<file path="src/rtl/ep0_hs_pkg.sv">
package ep0_hs_pkg;
  localparam int REG_W     = 8;
  localparam int BIT_NAK   = 7;
  localparam int BIT_STALL = 6;
  localparam int BIT_TGL   = 2;
  localparam int BIT_TCLR  = 1;
  localparam int BIT_TSET  = 0;
  localparam int BIT_SFLAG = 0;

  typedef enum logic [1:0] {
    HS_ACK   = 2'd0,
    HS_NAK   = 2'd1,
    HS_STALL = 2'd2
  } hs_e;
endpackage

</file>
<file path="src/rtl/ep0_flag_regs.sv">
module ep0_flag_regs
  import ep0_hs_pkg::*;
(
  input  logic             clk_i,
  input  logic             rst_ni,
  input  logic             wr_ctrl_i,
  input  logic             wr_setup_i,
  input  logic [REG_W-1:0] wdata_i,
  input  logic             setup_done_i,
  output logic             nak_o,
  output logic             stall_o,
  output logic             setup_flag_o,
  output logic             tclr_o,
  output logic             tset_o
);
  logic nak_q, stall_q, flag_q;

  always_ff @(posedge clk_i or negedge rst_ni) begin
    if (!rst_ni) begin
      nak_q   <= 1'b0;
      stall_q <= 1'b0;
      flag_q  <= 1'b0;
    end else begin
      if (setup_done_i)                       flag_q <= 1'b1;
      else if (wr_setup_i && wdata_i[BIT_SFLAG]) flag_q <= 1'b0;

      // SETUP lock: flags frozen while the setup-received flag is up
      if (setup_done_i) begin
        nak_q   <= 1'b1;
        stall_q <= 1'b0;
      end else if (wr_ctrl_i && !flag_q) begin
        nak_q   <= wdata_i[BIT_NAK];
        stall_q <= wdata_i[BIT_STALL];
      end
    end
  end

  assign nak_o        = nak_q;
  assign stall_o      = stall_q;
  assign setup_flag_o = flag_q;
  assign tclr_o       = wr_ctrl_i && wdata_i[BIT_TCLR];
  assign tset_o       = wr_ctrl_i && wdata_i[BIT_TSET];
endmodule

</file>
<file path="src/rtl/ep0_hs_latch.sv">
module ep0_hs_latch
  import ep0_hs_pkg::*;
(
  input  logic clk_i,
  input  logic rst_ni,
  input  logic start_i,
  input  logic nak_i,
  input  logic stall_i,
  output hs_e  hs_o
);
  hs_e hs_q;

  always_ff @(posedge clk_i or negedge rst_ni) begin
    if (!rst_ni)      hs_q <= HS_ACK;
    else if (start_i) hs_q <= stall_i ? HS_STALL : (nak_i ? HS_NAK : HS_ACK);
  end

  assign hs_o = hs_q;
endmodule

</file>
<file path="src/rtl/ep0_toggle.sv">
module ep0_toggle
  import ep0_hs_pkg::*;
(
  input  logic clk_i,
  input  logic rst_ni,
  input  logic setup_tok_i,
  input  logic tclr_i,
  input  logic tset_i,
  input  logic xact_end_i,
  input  logic data_pid_i,
  input  hs_e  hs_i,
  output logic toggle_o,
  output logic accept_o
);
  logic tgl_q;

  assign accept_o = xact_end_i && (hs_i == HS_ACK) && (data_pid_i == tgl_q);

  always_ff @(posedge clk_i or negedge rst_ni) begin
    if (!rst_ni)          tgl_q <= 1'b0;
    else if (setup_tok_i) tgl_q <= 1'b1;
    else if (tclr_i)      tgl_q <= 1'b0;
    else if (tset_i)      tgl_q <= 1'b1;
    else if (accept_o)    tgl_q <= ~tgl_q;
  end

  assign toggle_o = tgl_q;
endmodule

</file>
<file path="src/rtl/ep0_out_hs_ctrl.sv">
module ep0_out_hs_ctrl
  import ep0_hs_pkg::*;
(
  input  logic             clk_i,
  input  logic             rst_ni,
  input  logic             reg_wr_i,
  input  logic             reg_addr_i,
  input  logic [REG_W-1:0] reg_wdata_i,
  output logic [REG_W-1:0] reg_rdata_o,
  input  logic             xact_start_i,
  input  logic             xact_end_i,
  input  logic             data_pid_i,
  input  logic             setup_tok_i,
  input  logic             setup_done_i,
  output logic [1:0]       handshake_o,
  output logic             accept_o,
  output logic             setup_flag_o
);
  logic nak_q, stall_q, setup_flag_q, toggle_q, tclr, tset;
  hs_e  hs;

  ep0_flag_regs i_flags (
    .clk_i        (clk_i),
    .rst_ni       (rst_ni),
    .wr_ctrl_i    (reg_wr_i && !reg_addr_i),
    .wr_setup_i   (reg_wr_i && reg_addr_i),
    .wdata_i      (reg_wdata_i),
    .setup_done_i (setup_done_i),
    .nak_o        (nak_q),
    .stall_o      (stall_q),
    .setup_flag_o (setup_flag_q),
    .tclr_o       (tclr),
    .tset_o       (tset)
  );

  ep0_hs_latch i_latch (
    .clk_i   (clk_i),
    .rst_ni  (rst_ni),
    .start_i (xact_start_i),
    .nak_i   (nak_q),
    .stall_i (stall_q),
    .hs_o    (hs)
  );

  ep0_toggle i_toggle (
    .clk_i       (clk_i),
    .rst_ni      (rst_ni),
    .setup_tok_i (setup_tok_i),
    .tclr_i      (tclr),
    .tset_i      (tset),
    .xact_end_i  (xact_end_i),
    .data_pid_i  (data_pid_i),
    .hs_i        (hs),
    .toggle_o    (toggle_q),
    .accept_o    (accept_o)
  );

  always_comb begin
    reg_rdata_o = '0;
    if (reg_addr_i) begin
      reg_rdata_o[BIT_SFLAG] = setup_flag_q;
    end else begin
      reg_rdata_o[BIT_NAK]   = nak_q;
      reg_rdata_o[BIT_STALL] = stall_q;
      reg_rdata_o[BIT_TGL]   = toggle_q;
    end
  end

  assign handshake_o  = hs;
  assign setup_flag_o = setup_flag_q;
endmodule

</file>
<file path="config.mk">
export PLATFORM = sky130hd
export DESIGN_NAME = ep0_out_hs_ctrl
export DESIGN_NICKNAME = d
export VERILOG_FILES = /design/src/rtl/ep0_hs_pkg.sv /design/src/rtl/ep0_flag_regs.sv /design/src/rtl/ep0_hs_latch.sv /design/src/rtl/ep0_toggle.sv /design/src/rtl/ep0_out_hs_ctrl.sv
export SDC_FILE = /design/constraint.sdc
export NUM_CORES = 1
export LEC_CHECK = 0
export BUFFER_PORTS_ARGS = -buffer_cell sky130_fd_sc_hd__buf_2
export CAP_MARGIN = 25
export CORE_AREA = 2 2 39 41
export CTS_CLUSTER_SIZE = 16
export DETAILED_ROUTE_END_ITERATION = 8
export DIE_AREA = 0 0 41 43
export GPL_TIMING_DRIVEN = 0
export PLACE_DENSITY = 0.71
export SYNTH_ARGS = -nofsm -noshare
export SYNTH_HDL_FRONTEND = slang
export SYNTH_SLANG_ARGS = --single-unit
export TNS_END_PERCENT = 1
</file>
<file path="constraint.sdc">
create_clock -name clk_i -period 2.9 [get_ports clk_i]
set_input_delay 0.145 -clock clk_i [delete_from_list [all_inputs] [get_ports clk_i]]
set_output_delay 0.145 -clock clk_i [all_outputs]
set_load 0.02 [all_outputs]
</file>
## Word-level counts from Yosys, hierarchy flattened

Index checks and enable logic that the tools add are counted.

- Bits in registers: 6
- Input port bits: 17
- Output and inout port bits: 12
- Logic and storage cells: 36

- Equality and inequality tests: 1
- Multiplexer cells: 15
- Bitwise gates (word level): 1
- Reductions and logical operators: 14

Operators with widths:

| operator | number |
|---|---|
| $mux 1 | 13 |
| $logic_and 1x1->1 | 8 |
| $mux 2 | 2 |
| $reduce_bool 2->1 | 2 |
| $reduce_bool 4->1 | 1 |
| $logic_not 1->1 | 2 |
| $logic_not 2->1 | 1 |
| $eq 1x1->1 | 1 |
| $not 1->1 | 1 |

## Depth between registers and ports, before layout

- Word-level depth: 7
- Mapped depth: 3
- Gate-level depth less buffers: 3

## Cells and area by module

From an unflattened synthesis, not the netlist that was laid out.

- Cells, all modules: 39
- Area total of the unflattened synthesis: 391.6 um2

By module, submodules not included:

| module | times used | cells each | area an instance (um2) | sequential area each (um2) |
|---|---|---|---|---|
| ep0_flag_regs | 1 | 14 | 153.9 | 75.1 |
| ep0_toggle | 1 | 8 | 85.1 | 25.0 |
| ep0_hs_latch | 1 | 6 | 81.3 | 50.0 |
| ep0_out_hs_ctrl | 1 | 11 | 71.3 | 0.0 |

## Worst setup path after synthesis

No wires, ideal clock.

- Kind: register to output
- From: register i_latch.hs_q[0], in the netlist i_latch.hs_o[0]
- To: output accept_o
- Arrival time: 1.017 ns
- Data required time: 2.755 ns
- Path slack: 1.738 ns
- Cell stages (with the launch flop): 3
- Path buffers: 0
- Path through: dfrtp_1 nor3b_1 and2_1

- Longest elaborated chain between the ends: 3

RTL lines:

| item | line | text |
|---|---|---|
| start, declared | ep0_hs_latch.sv:11 | `hs_e hs_q;` |
| start signal, assigned | ep0_hs_latch.sv:15 | `else if (start_i) hs_q <= stall_i ? HS_STALL : (nak_i ? HS_NAK : HS_ACK);` |
| $logic_not 2->1 | ep0_toggle.sv:17 | `assign accept_o = xact_end_i && (hs_i == HS_ACK) && (data_pid_i == tgl_q);` |
| $logic_and 1x1->1 (2 in series) | ep0_toggle.sv:17 |  |
| end, declared | ep0_out_hs_ctrl.sv:16 | `output logic accept_o,` |

No other way between the ends.

## Final worst setup path

Same ends and word-level chain as after synthesis.

==> impl_metrics.ini <==
[flow_run]
cap_violations = 0

[global_route]
grt_pass1_wl_mm = 1.01
busiest_layer = met2
gr-usage-all-layers = 0.0859
overflow = 0
grt_pass1_vias = 278
use_met1 = 0.0954
antenna_found_initial = 0
met3_usage = 0.0471
grt_max_degree = 8
grt_util_met2 = 0.128

[die]
core_um2 = 1380
die_area_um2 = 1760
rows = 14
die_x_um = 41
start_util = 0.260
die_h_um = 43
io_pins = 29

[clocking]
cts_sinks = 6
hold_buffers = 1
ctsLongestPathBuffers = 2
cts-resized-gates = 0
cts_made_buffers = 3
htreeDepth = 1
postCtsSetupBuffers = 0
root_buffer = clkbuf_4
cts_tree = done
worstSkewPairLatency_ns = 0.24
clk_pin_slew_ns = 0.04

[critical_path]
crit-reg2reg-launch = i_flags.setup_flag_o$_DFFE_PN0P_
cp_max_fo = 3
slowest_delay_ns = 0.39
cp-end-kind = primary output
cp-startpoint = i_latch.hs_o[0]$_DFFE_PN0P_
cp-start-kind = flip-flop
critPathKind = flip-flop to primary output
cp.required_ns = 2.76
cpMaxStageDelayCell = dfrtp_1
crit_chain = nor3b_1, and2_1, buf_2
r2r_setup_slack_ns = 1.79
worst_ep_arrival_time_ns = 1.29

[route]
firstDrtPassIters = 2
wire_per_inst_um = 8.95
drt-total-wl_um = 698
postRouteAntennaNets = 0
vias = 315
via_per_inst = 4.04
drt-initial-drc-count = 4
route.detailed.drc = 0

[sta]
period_needed_ns = 1.43
rsz0062_at_grt = no
finalHoldViolCount = 0
setup_violations = 0
slew_violations = 0
min_period_over_period = 0.494
fin_tns_setup_ns = 0
fmax_mhz = 698
skew_ns = 0.00130

[place]
dp_hpwl_um = 598
gp_congestion = 0.719
io_buffer_count = 20

[finish]
multi_input_area_um2 = 180
seqCellArea_um2 = 150
fin_nets = 81
area_growth_pct = 45.5
fillCellCount = 153
final_cell_mix = buf_2 (20), dfrtp_1 (6), buf_4 (4), conb_1 (4)
drive_above_1_share = 0.532
n_antenna_cell = 0
final_common_cell = buf_2

[power]
p_total_mw = 0.216
leakage_nw = 0.277
vdd_drop_max_uv = 200
powerDensity_nw_per_um2 = 412

[synthesis]
synthesis.area_um2 = 360
yosysSeqAreaShare = 0.417
post_synth.cell_area_avg_um2 = 10.3
syn_inst = 35
ys_warn_count = 0
synth-seq-cells = 6
synth_cell_types = 22

[outcome]
status = finished, final reports clean

[worst_hold_path]
hp-class = primary input to flip-flop
hp-start = setup_done_i
[metal layers]
| metal | vias to the layer above | share of wire |
|---|---|---|
| met5 | - | 0 |
| met4 | 0 | 0 |
| met3 | 0 | 0.10 |
| met2 | 13 | 0.48 |
| met1 | 137 | 0.42 |
| li1 | 165 | - |
[Yosys cell counts (all sizes together)]
cell | count | area, um2
dfrtp | 6 | 150
buf | 4 | 30.0
and2b | 3 | 26.3
inv | 3 | 11.3
and2 | 2 | 13.8
nor2 | 2 | 7.51
nor3b | 2 | 26.3
a211o | 1 | 8.76
a21o | 1 | 7.51
a32o | 1 | 10.0
a41oi | 1 | 8.76
conb | 1 | 3.75
mux2 | 1 | 11.3
mux2i | 1 | 10.0
nand2 | 1 | 3.75
nand3 | 1 | 5.00
nor2b | 1 | 6.26
o21ai | 1 | 5.00
o22ai | 1 | 6.26
xnor2 | 1 | 8.76
[final timing paths]
path / end / cells after the start
min in group asynchronous: i_latch.hs_o[1]$_DFFE_PN0P_ / 2
min reg2reg: i_latch.hs_o[0]$_DFFE_PN0P_ / 1
max reg2reg: i_flags.nak_o$_DFFE_PN0P_ / 3
max: accept_o / 3
max in group asynchronous: i_latch.hs_o[0]$_DFFE_PN0P_ / 2
min: i_flags.stall_o$_DFFE_PN0P_ / 2
[critical path, delay by kind of cell, from the launching register on]
| kind | cells | cell delay [ns] |
|---|---|---|
| simple gates | 2 | 0.50 |
| flops | 1 | 0.39 |
| buf+inv | 1 | 0.15 |
[logic make-up (layout without fill, tap and decap cells)]
kind of cell | Yosys count | in the layout | share of synthesized area
AOI/OAI and AO/OA | 6 | 6 | 0.128
xor gates and xnor gates | 1 | 1 | 0.0243
buffers and inverters | 7 | 31 | 0.115
DFF | 6 | 6 | 0.417
muxes | 2 | 2 | 0.0590
other | 1 | 4 | 0.0104
and+or+nand+nor | 12 | 12 | 0.247
[sequential cells by signal (all words and copies together), names as in the netlist]
| register | cells |
|---|---|
| i_latch.hs_o | 2 |
| i_flags.stall_o | 1 |
| i_flags.nak_o | 1 |
| i_toggle.toggle_o | 1 |
| i_flags.setup_flag_o | 1 |
[layout make-up]
type,count,share of cell area
Multi-Input combinational cell,25,0.344
Sequential cell,6,0.286
Timing Repair Buffer,21,0.210
Buffer,4,0.0573
Clock buffer,3,0.0430
Tap cell,16,0.0382
Inverter,3,0.0215
[through the flow]
step	setup slack (ns)	util	hold WS, ns	std cells	area [um2]
2_1_floorplan	1.74	-	-0.151	38	372
3_3_place_gp	1.73	0.355	-0.0285	74	492
3_5_place_dp	1.70	0.355	-0.0234	74	492
4_1_cts	1.44	0.379	0.0794	78	524
5_1_grt	1.37	0.379	0.0862	78	524
6_report	1.47	0.379	0.0893	78	524
[report_power, final]
| group | switching [mW] | total (mW) | internal, mW | leakage (nW) |
|---|---|---|---|---|
| Combinational | 0.0265 | 0.0504 | 0.0239 | 0.196 |
| Clock | 0.0278 | 0.0744 | 0.0466 | 0.0138 |
| Sequential | 0.00330 | 0.0911 | 0.0878 | 0.0667 |
Note: power is estimated with default switching activity, not from simulation.
